**src/rtl/nib_alu_pkg.sv**
```systemverilog
package nib_alu_pkg;
  typedef enum logic [1:0] {
    CMB_AND  = 2'd0,
    CMB_SUM  = 2'd1,
    CMB_FWD  = 2'd2
  } cmb_mode_e;

  typedef enum logic [1:0] {
    CND_KEEP = 2'd0,
    CND_FLIP = 2'd1,
    CND_NEG  = 2'd2
  } cnd_mode_e;
endpackage

```
**src/rtl/nib_cond_stage.sv**
```systemverilog
module nib_cond_stage
  import nib_alu_pkg::*;
#(
  parameter int WIDTH = 4
) (
  input  logic [WIDTH-1:0] opnd_i,
  input  logic             inv_i,
  input  logic             neg_i,
  output logic [WIDTH-1:0] cond_o
);
  localparam logic [WIDTH-1:0] ONE = WIDTH'(1);

  cnd_mode_e mode;

  always_comb begin
    if (!inv_i)     mode = CND_KEEP;
    else if (neg_i) mode = CND_NEG;
    else            mode = CND_FLIP;
  end

  always_comb begin
    case (mode)
      CND_FLIP: cond_o = ~opnd_i;
      CND_NEG:  cond_o = ~opnd_i + ONE;
      default:  cond_o = opnd_i;
    endcase
  end

  always_comb begin
    if (!inv_i) p_keep_r2: assert (cond_o == opnd_i);
    if (inv_i && !neg_i) p_flip_r3: assert ((cond_o ^ opnd_i) == {WIDTH{1'b1}});
    if (inv_i && neg_i) p_neg_r4: assert (WIDTH'(cond_o + opnd_i) == '0);
  end
endmodule

```
**src/rtl/nib_combine_stage.sv**
```systemverilog
module nib_combine_stage
  import nib_alu_pkg::*;
#(
  parameter int WIDTH = 4
) (
  input  logic [WIDTH-1:0] cond_i,
  input  logic [WIDTH-1:0] acc_i,
  input  logic             pass_i,
  input  logic             add_i,
  output logic [WIDTH-1:0] res_o,
  output logic             cry_o
);
  localparam int SUMW = WIDTH + 1;

  cmb_mode_e       mode;
  logic [SUMW-1:0] sum_w;

  always_comb begin
    if (pass_i)     mode = CMB_FWD;
    else if (add_i) mode = CMB_SUM;
    else            mode = CMB_AND;
  end

  assign sum_w = {1'b0, cond_i} + {1'b0, acc_i};

  always_comb begin
    case (mode)
      CMB_SUM: begin
        res_o = sum_w[WIDTH-1:0];
        cry_o = sum_w[WIDTH];
      end
      CMB_FWD: begin
        res_o = cond_i;
        cry_o = 1'b0;
      end
      default: begin
        res_o = cond_i & acc_i;
        cry_o = 1'b0;
      end
    endcase
  end

  always_comb begin
    if (!pass_i && !add_i) p_and_subset_r5: assert ((res_o & ~cond_i) == '0 && (res_o & ~acc_i) == '0);
    if (!pass_i && add_i) p_sum_r6: assert (WIDTH'(res_o - acc_i) == cond_i);
    if (pass_i || !add_i) p_nocarry_r7: assert (cry_o == 1'b0);
    if (pass_i) p_fwd_r8: assert (res_o == cond_i);
  end
endmodule

```
**src/rtl/nib_alu.sv**
```systemverilog
module nib_alu #(
  parameter int WIDTH = 4
) (
  input  logic [WIDTH-1:0] opnd_a,
  input  logic [WIDTH-1:0] acc_b,
  input  logic             inv_en,
  input  logic             neg_en,
  input  logic             pass_en,
  input  logic             add_en,
  output logic [WIDTH-1:0] result,
  output logic             carry_out
);
  logic [WIDTH-1:0] cond_w;

  nib_cond_stage #(.WIDTH(WIDTH)) cond_i (
    .opnd_i (opnd_a),
    .inv_i  (inv_en),
    .neg_i  (neg_en),
    .cond_o (cond_w)
  );

  nib_combine_stage #(.WIDTH(WIDTH)) comb_i (
    .cond_i (cond_w),
    .acc_i  (acc_b),
    .pass_i (pass_en),
    .add_i  (add_en),
    .res_o  (result),
    .cry_o  (carry_out)
  );

  always_comb begin
    if (inv_en && neg_en && add_en && !pass_en)
      p_subtract_r9: assert (WIDTH'(result + opnd_a) == acc_b);
  end
endmodule

```
**config.mk**
```make
export PLATFORM = sky130hd
export DESIGN_NAME = nib_alu
export DESIGN_NICKNAME = d
export VERILOG_FILES = /design/src/rtl/nib_alu_pkg.sv /design/src/rtl/nib_cond_stage.sv /design/src/rtl/nib_combine_stage.sv /design/src/rtl/nib_alu.sv
export SDC_FILE = /design/constraint.sdc
export NUM_CORES = 1
export LEC_CHECK = 0
export ABC_AREA = 0
export BUFFER_PORTS_ARGS = -buffer_cell sky130_fd_sc_hd__buf_4
export CAP_MARGIN = 20
export CORE_AREA = 2 2 39 41
export DETAILED_ROUTE_END_ITERATION = 10
export DIE_AREA = 0 0 41 43
export GPL_TIMING_DRIVEN = 0
export MAX_ROUTING_LAYER = met4
export PLACE_DENSITY = 0.54
export SLEW_MARGIN = 40
export SYNTH_ARGS = -nofsm -noshare
export SYNTH_HDL_FRONTEND = slang
export SYNTH_SLANG_ARGS = --single-unit
```
**constraint.sdc**
```tcl
create_clock -name vclk -period 3
set_clock_uncertainty 0.15 [all_clocks]
set_input_delay 0.45 -clock vclk [all_inputs]
set_output_delay 0.45 -clock vclk [all_outputs]
set_load 0.03 [all_outputs]
```
Yosys cells after proc, flatten, opt, wreduce, memory -nomap -nowiden

Index checks and enable logic that the tools add are counted.

Register bits after elaboration: 0
Input port bits: 12
Output and inout bits: 5
Logic and storage cells: 15

$add $sub $neg: 2
Equal/unequal tests: 4
Mux-type cells: 7
Bitwise logic cells: 2

Operators by type and width:

| operator                                      | number |
|---|---|
| case mux 4 bit (2 select lines)               | 2 |
| two-way mux 2 bit                             | 3 |
| adder 4 x 4 -> 5 bit                          | 1 |
| adder 4 x 1 -> 4 bit, second input constant   | 1 |
| AND 4 bit                                     | 1 |
| == test 2 x 1 -> 1 bit, second input constant | 2 |
| == test 2 bit, second input constant          | 2 |
| NOT 4 bit                                     | 1 |
| two-way mux 1 bit                             | 2 |

Logic depth before layout (Yosys ltp)

Gate-level depths: netlist (run 1).

Depth in word-level cells: 6
Mapped depth: 9
Depth with buffers taken out: 9

Modules after synthesis

A second synthesis (run 1) with hierarchy kept.

Cells, all modules: 49
Area total of the unflattened synthesis: 352.8 sq um

Modules (own cells, without submodules):

| module            | instances | cells an instance | area an instance (sq um) | sequential area each (sq um) |
|---|---|---|---|---|
| nib_combine_stage | 1         | 34                | 252.7                    | 0.0 |
| nib_cond_stage    | 1         | 15                | 100.1                    | 0.0 |

Worst setup path before layout (run 1)

Ideal clock, no wire load.

Path type: input to output
Start: input port opnd_a[0]
End: output port result[2]
Arrival: 2.374 ns
Data required time: 2.400 ns
Setup slack: 0.026 ns
Stages: 9
Buffers on the path: 0
Cells stage by stage: inv_1 -> ha_1 -> a31oi_1 -> nand2_1 -> fa_1 -> xnor2_1 -> nor2_1 -> a21oi_1 -> o21ai_0

Longest elaborated chain between the ends: 5
Elaborated cells between the ends (all ways): 6
Classes of those cells: add/sub: 2; mux: 2; bitwise: 2

Ends and longest elaborated chain:

| what                                              | RTL line                                         | source |
|---|---|---|
| from (decl)                                       | nib_alu.sv:4                                     | `input logic [WIDTH-1:0] opnd_a,` |
| NOT 4 bit                                         | nib_cond_stage.sv:23, nib_cond_stage.sv:24       |  |
| adder 4 x 1 -> 4 bit                              | nib_cond_stage.sv:24                             | `CND_NEG: cond_o = ~opnd_i + ONE;` |
| case mux 4 bit (2 select lines) *                 | nib_cond_stage.sv:22                             | `case (mode)` |
| adder 4 x 4 -> 5 bit or AND 4 bit (tied branches) | nib_combine_stage.sv:24, nib_combine_stage.sv:37 |  |
| case mux 4 bit (2 select lines) *                 | nib_combine_stage.sv:27                          | `case (mode)` |
| to (decl)                                         | nib_alu.sv:10                                    | `output logic [WIDTH-1:0] result,` |

Every way passes the cells marked *; elsewhere a longest branch is shown, timed or not.

Final worst setup path (run 1)

Start: input port opnd_a[0]
End: output port result[3]

The elaborated chain is that of the path after synthesis.

==> results of run 1 <==
==> worst max-delay path, cell delays in order <==
cell,delay [ns]
buf_4,0.13
inv_2,0.06
ha_4,0.20
a31oi_2,0.18
nand2_1,0.12
ha_1,0.29
a21o_1,0.17
a21oi_2,0.15
nor3_1,0.06
o32a_1,0.34
buf_4,0.17
==> cell families after synthesis <==
group,Yosys count,synth area share
compound gates,14,0.332
xor+xnor,4,0.115
fa+ha+maj,6,0.270
simple gates,11,0.176
buf+inv,6,0.0738
mux,1,0.0328
==> metal layers <==
metal  GRT usage  share of wire  vias up
met1       0.130           0.46      158
met5           -              0        -
met2       0.150           0.47       10
met3           0          0.062        0
met4           0              0        0
li1            -              -      186
==> placed cells by master (no fill, tap or decap), drive strengths merged <==
cell type / Yosys / layout
a21o: 3 / 3
a211oi: 1 / 1
ha: 5 / 5
a21oi: 3 / 3
nand2: 3 / 3
fa: 1 / 1
nor2: 2 / 2
nand2b: 2 / 2
clkbuf: 1 / 1
inv: 5 / 5
a21boi: 1 / 1
o41ai: 1 / 1
and3: 1 / 1
buf: 0 / 16
o21ai: 2 / 2
o32a: 1 / 1
xor2: 1 / 1
nor3: 2 / 2
xnor2: 3 / 3
nor2b: 1 / 1
mux2i: 1 / 1
a31oi: 2 / 2
==> report_power, final <==
group	internal, mW	total, mW	switching, mW
Sequential	0	0	0
Combinational	0.0498	0.107	0.0571
Clock	0	0	0
==> through the flow <==
step	setup slack, ns	area, um2	cells	hold slack [ns]	power [mW]
floorplan	0.0260	305	42	0.991	0.0661
global placement	0.0490	445	74	1.22	0.102
detailed placement	0.0313	445	74	1.22	0.103
CTS	0.0219	445	74	1.22	0.104
global route	0.0112	468	74	1.25	0.118
finish	0.0827	468	74	1.22	0.107
==> worst paths after layout <==
check / end / slack [ns] / depth (start not counted)
worst max-delay path: result[3] / 0.08 / 11
worst min-delay path: result[0] / 1.22 / 4
==> synthesized netlist by cell type (2+ instances only) <==
cell	instances	area [um2]
a21o_1	3	22.5
a21oi_1	3	15.0
a31oi_1	2	12.5
ha_1	5	62.6
inv_1	5	18.8
nand2_1	3	11.3
nand2b_1	2	12.5
nor2_1	2	7.51
nor3_1	2	10.0
o21ai_0	2	10.0
xnor2_1	3	26.3
==> final cells by class <==
class	count	area [um2]	area share
plain buffers	1	3.75	0.00802
well taps	16	20.0	0.0428
inverters	5	18.8	0.0401
repair buffers	16	120	0.257
multi-input cells	36	305	0.652
==> repair_timing <==
item,in CTS,in global routing
hold endpoints to repair,0,0
endpoints found under the setup margin,0,2
resized for setup,0,5
==> impl_metrics.csv, run 1 <==
group,metric,value,unit
grt,grt_overflow_total,0,
clock_network,ctsHoldBuffers,0,
yosys,seq_area_frac_synth,0,
placed_design,portBuffers,16,
drt,first_iter_violations,6,
die,die_x,41,um
layout,post-route-util,0.338,
grt,grt_first_pass_wirelength,1.18,mm
sta,setup_viol,0,
die,dieHeight,43,um
worst_setup_path,cp.required,2.40,ns
yosys,synth_fp_nets,60,
drt,routed_wl,738,um
worst_setup_path,critPathMaxFanout,3,
power_and_ir_drop,p_leak,0.239,nW
drt,drc,0,
drt,drt_first_pass_iters,3,
sta,drv_slew,0,
layout,final-seq-area,0,um2
sta,finalCritPeriodShare,0.972,
layout,clockBufferCount,0,
drt,antenna_left,0,
sta,worst_slew_pin_slew,0.329,ns
status,status,"complete, no violations",
sta,grt_setup_unrepaired,"false",
yosys,synth_cell_types,21,
placed_design,post-dp-hpwl,629,um
grt,grt_pass1_vias,311,
power_and_ir_drop,ir_drop,0.0933,mV
layout,seq_cell_count,0,
sta,clock.fmax,343,MHz
sta,hold_viol_final,0,
yosys,ys_warn_count,0,
layout,area_growth,53.3,%
worst_setup_path,critPathCaptureType,"output port",
worst_setup_path,startpoint,"opnd_a[0]",
worst_setup_path,cp.arrival,2.32,ns
die,die_area,1760,um2
grt,grt_usage,0.0912,
sta,totalNegativeSetupSlack,0,ns
yosys,netlist_instances,42,
worst_setup_path,crit_type,"in2out",
layout,diodes,0,
layout,drive_gt1_frac,0.379,
die,initial_core_util,0.221,
worst_hold_path,worstHoldStart,"add_en",
layout,nFillCells,161,
worst_hold_path,hp-class,"in2out",
die,num_rows,14,
layout,nNetsFinal,78,
yosys,syn_area,305,um2
drt,drt-wirelength-per-cell,9.97,um
die,core_area,1380,um2
drt,vias,354,
worst_setup_path,startpoint_type,"input pin",
grt,grt_max_degree,10,
die,pin_count,17,
clock_network,cts_setup_buffers,0,
drt,viasPerCell,4.78,
power_and_ir_drop,powerDensity,228,nW/um2
sta,relSlewSlack,0.781,
placed_design,finalWeightedCongestion,0.730,
flow_run,cap_viol_max_count,0,
sta,period_minus_slack,2.92,ns
yosys,avgSynthCellArea,7.27,um2
grt,antenna_found_initial,0,
No activity file was read; power rests on OpenSTA's default activity.
==> run 2: changes to the inputs <==
CELL_PAD_IN_SITES_DETAIL_PLACEMENT = 0   (was default)
CELL_PAD_IN_SITES_GLOBAL_PLACEMENT = 1   (was default)
PLACE_DENSITY = 0.71   (was 0.54)
TNS_END_PERCENT = 20   (was default)
==> run 2 against run 1 <==
Utilization is 0.63 points lower. Non-clock buffer count stayed put. Sequential share of layout area stayed put. Global-route usage is 0.91 points lower. Clock-buffer cell count stayed put. Critical path depth stayed put. Die area stayed put. Fmax is 0.41% higher. Cell area is 1.9% lower. Cell count stayed put. Hold slack worse by 0.011 ns. Worst setup slack better by 0.012 ns. Critical path type unchanged. Critical endpoint unchanged. Highest routed layer unchanged.
==> impl_metrics.csv, run 2 (same netlist as run 1, synthesis figures left out) <==
group,metric,value,unit
status,status,"complete, no violations",
worst_setup_path,critPathCaptureType,"output port",
grt,antenna_found_initial,0,
layout,multiInputGateArea,293,um2
worst_setup_path,cp-endpoint,"result[3]",
drt,vias,335,
layout,nFillCells,154,
layout,layout_commonest_cell,"buf_4",
worst_setup_path,crit_family,"compound AO/OA/AOI/OAI gates",
layout,clockBufferCount,0,
flow_run,cap_viol_max_count,0,
placed_design,portBuffers,16,
sta,totalNegativeSetupSlack,0,ns
grt,grt_pass1_vias,287,
worst_setup_path,slowest_stage,"o32a_1",
die,num_rows,14,
die,die_area,1760,um2
worst_setup_path,cp_common_cell,"ha_1",
layout,layout_common_cells,"buf_4, inv_1, ha_1",
die,die_x,41,um
layout,diodes,0,
sta,finalCritPeriodShare,0.968,
grt,grt_first_pass_wirelength,1.08,mm
worst_setup_path,slowest_delay,0.34,ns
worst_hold_path,worstHoldStart,"opnd_a[2]",
drt,viasPerCell,4.53,
worst_setup_path,crit_buf_inv,3,
sta,drv_slew,0,
die,initial_core_util,0.221,
worst_setup_path,startpoint_type,"input pin",
drt,drt_first_pass_iters,2,
drt,drc,0,
drt,drt-wirelength-per-cell,9.53,um
layout,area_growth,50.4,%
sta,setup_viol,0,
sta,hold_viol_final,0,
layout,final-seq-area,0,um2
sta,hold_slack,1.21,ns
worst_setup_path,startpoint,"opnd_a[1]",
worst_setup_path,cp.depth,11,
sta,clock.fmax,344,MHz
die,dieHeight,43,um
grt,grt_overflow_total,0,
worst_hold_path,hp-class,"in2out",
die,pin_count,17,
sta,relSlewSlack,0.782,
power_and_ir_drop,p_leak,0.242,nW
die,core_area,1380,um2
worst_setup_path,cp.arrival,2.31,ns
placed_design,finalWeightedCongestion,0.692,
layout,drive_gt1_frac,0.328,
power_and_ir_drop,ir_drop,0.0994,mV
drt,first_iter_violations,4,
sta,worst_slew_pin_slew,0.328,ns
grt,grt_usage,0.0821,
power_and_ir_drop,powerDensity,232,nW/um2
grt,grt_max_degree,10,
placed_design,post-dp-hpwl,607,um
worst_setup_path,path_cells,"buf_4 -> inv_1 -> ha_1 -> a31oi_2 -> nand2_1 -> ha_1 -> a21o_1 -> a21oi_2 -> and3_1 -> o32a_1 -> buf_6",
worst_setup_path,crit_type,"in2out",
sta,period_minus_slack,2.91,ns
worst_setup_path,critPathMaxFanout,4,
layout,seq_cell_count,0,
drt,antenna_left,0,
drt,routed_wl,705,um
power_and_ir_drop,finalPower,0.106,mW
worst_setup_path,cp.required,2.40,ns
layout,nNetsFinal,78,
[run 2: tightest hold or removal path: stages]
cell     delay [ns]
buf_4          0.09
xor2_1         0.08
nand2_1        0.06
o21ai_1        0.06
buf_4          0.16
[run 2: worst min-delay path by stage]
stage | to | slack [ns] | cells after the start
floorplan | carry_out | 0.99 | 2
global placement | result[1] | 1.22 | 4
detailed placement | carry_out | 1.22 | 4
CTS | result[0] | 1.23 | 4
global route | result[1] | 1.25 | 4
finish | result[2] | 1.21 | 5
[run 2: report_power, final]
part	internal, mW	switching [mW]
registers	0	0
logic	0.0497	0.0567
clock network	0	0
total	0.0497	0.0567
[run 2: area by class of cell]
cell class / instances / area share
Multi-Input combinational cell: 36 / 0.638
Timing Repair Buffer: 16 / 0.270
Tap cell: 16 / 0.0436
Inverter: 5 / 0.0409
Buffer: 1 / 0.00817
[run 2: stage by stage]
step	utilization	instances	area, um2	worst slack, ns
after floorplan	-	42	305	0.0260
after global placement	0.322	74	445	0.0475
after detailed placement	0.322	74	445	0.0426
after CTS	0.322	74	445	0.0386
after global routing	0.332	74	459	-0.0111
final	0.332	74	459	0.0946
[run 2: timing repair]
| item | in CTS | in global routing |
|---|---|---|
| setup buffers | 0 | 0 |
| hold buffers | 0 | 0 |
| setup endpoints to repair | 0 | 2 |
| resized for setup | 0 | 4 |
[run 2: metal layers]
layer / vias up / GRT usage / wire length [um]
met5: - / - / 0
met4: 0 / 0 / 0
met3: 0 / 0 / 45
met2: 10 / 0.119 / 323
met1: 142 / 0.134 / 337
li1: 183 / - / -
==> run 3: changes to the inputs <==
--- a/config.mk
+++ b/config.mk
@@ -7,5 +7,4 @@
 export LEC_CHECK = 0
 export ABC_AREA = 0
-export BUFFER_PORTS_ARGS = -buffer_cell sky130_fd_sc_hd__buf_4
 export CAP_MARGIN = 20
 export CELL_PAD_IN_SITES_DETAIL_PLACEMENT = 0
@@ -14,7 +13,8 @@
 export DETAILED_ROUTE_END_ITERATION = 10
 export DIE_AREA = 0 0 41 43
+export DONT_BUFFER_PORTS = 1
 export GPL_TIMING_DRIVEN = 0
 export MAX_ROUTING_LAYER = met4
-export PLACE_DENSITY = 0.71
+export PLACE_DENSITY = 0.55
 export SLEW_MARGIN = 40
 export SYNTH_ARGS = -nofsm -noshare
==> constraint.sdc (replaced) <==
create_clock -name vclk -period 3
set_clock_uncertainty 0.15 [all_clocks]
set_input_delay 0.45 -clock vclk [all_inputs]
set_output_delay 0.45 -clock vclk [all_outputs]
set_load 0.005 [all_outputs]
==> run 3 against run 2 <==
Global-route usage is 0.22 points lower. Cell area is 29% lower. Critical path depth is 2 lower. Clock-buffer cell count stayed put. Hold slack worse by 0.28 ns. Die area stayed put. Cell count is 22% lower. Largest power group unchanged. Sequential share of layout area stayed put. Combinational power is 45% lower. Utilization is 9.7 points lower. Non-clock buffer count is 16 lower.
==> impl_metrics.csv, run 3 (same netlist as run 1, synthesis figures left out) <==
group,metric,value,unit
status,status,"complete, no violations",
worst_setup_path,startpoint,"opnd_a[0]",
flow_run,cap_viol_max_count,0,
die,num_rows,14,
worst_setup_path,critPathMaxFanout,3,
grt,grt_max_degree,10,
worst_hold_path,hp-class,"in2out",
die,core_area,1380,um2
grt,grt_pass1_vias,276,
drt,routed_wl,660,um
die,pin_count,17,
power_and_ir_drop,p_leak,0.162,nW
grt,grt_overflow_total,0,
layout,nNetsFinal,62,
worst_hold_path,worstHoldStart,"opnd_a[1]",
layout,final-seq-area,0,um2
placed_design,post-dp-hpwl,606,um
layout,diodes,0,
layout,drive_gt1_frac,0.0238,
die,die_x,41,um
grt,grt_first_pass_wirelength,1.03,mm
grt,grt_usage,0.0798,
layout,area_growth,6.56,%
grt,antenna_found_initial,0,
sta,relSlewSlack,0.770,
layout,post-route-util,0.235,
placed_design,portBuffers,0,
drt,drt_first_pass_iters,2,
power_and_ir_drop,powerDensity,179,nW/um2
sta,clock.fmax,369,MHz
drt,drc,0,
sta,worst_slew_pin_slew,0.344,ns
layout,seq_cell_count,0,
clock_network,cts_resized,0,
worst_setup_path,crit_type,"in2out",
worst_setup_path,cp.arrival,2.11,ns
sta,period_minus_slack,2.71,ns
sta,hold_viol_final,0,
drt,drt-wirelength-per-cell,11.4,um
sta,finalCritPeriodShare,0.904,
drt,antenna_left,0,
clock_network,cts_setup_buffers,0,
layout,nFillCells,162,
worst_setup_path,cp.required,2.40,ns
drt,vias,288,
die,dieHeight,43,um
sta,totalNegativeSetupSlack,0,ns
placed_design,finalWeightedCongestion,0.645,
die,initial_core_util,0.221,
drt,first_iter_violations,1,
worst_setup_path,critPathCaptureType,"output port",
power_and_ir_drop,ir_drop,0.0412,mV
layout,layout_common_cells,"inv_1, ha_1",
layout,clockBufferCount,0,
sta,drv_slew,0,
clock_network,ctsHoldBuffers,0,
sta,setup_viol,0,
die,die_area,1760,um2
worst_setup_path,startpoint_type,"input pin",
drt,viasPerCell,4.97,
worst_setup_path,cp-endpoint,"result[3]",
sta,grt_setup_unrepaired,"false",
power_and_ir_drop,finalPower,0.0582,mW
==> run 3: stage by stage <==
stage,instances,hold WS [ns],worst slack (ns),instance area (um2)
6_report,58,0.927,0.289,325
5_1_grt,58,0.957,0.125,325
4_1_cts,58,0.933,0.258,325
3_5_place_dp,58,0.933,0.265,325
3_3_place_gp,58,0.926,0.288,325
2_1_floorplan,42,0.905,0.418,305
==> run 3: how the worst min path moves through the flow <==
stage	endpoint	slack [ns]	cells past startpoint
detailed placement	result[1]	0.93	2
finish	result[1]	0.93	2
global route	result[1]	0.96	2
global placement	result[1]	0.93	2
floorplan	result[1]	0.90	2
CTS	result[1]	0.93	2
==> run 3: layout make-up <==
type,instances,area (um2),area share
Tap cell,16,20.0,0.0615
Multi-Input combinational cell,36,283,0.869
Buffer,1,3.75,0.0115
Inverter,5,18.8,0.0577
==> run 3: power breakdown <==
group          switching (mW)  leakage, nW  internal, mW  total, mW
logic                  0.0300        0.162        0.0281     0.0582
registers                   0            0             0          0
clock network               0            0             0          0
total                  0.0300        0.162        0.0281     0.0582
==> run 3: routing by layer <==
metal	track usage	part of all wire	up-vias
met5	-	0	-
met4	0	0	0
met3	0	0.036	0
met2	0.144	0.52	9
met1	0.101	0.45	129
li1	-	-	150
==> run 3: worst max-delay path, cell delays in order <==
cell and delay (ns):
inv_1 0.02, ha_1 0.28, a31oi_1 0.19, nand2_1 0.13, ha_1 0.29, a21o_1 0.16, a21oi_1 0.17, nor3_1 0.06
o32a_1 0.36
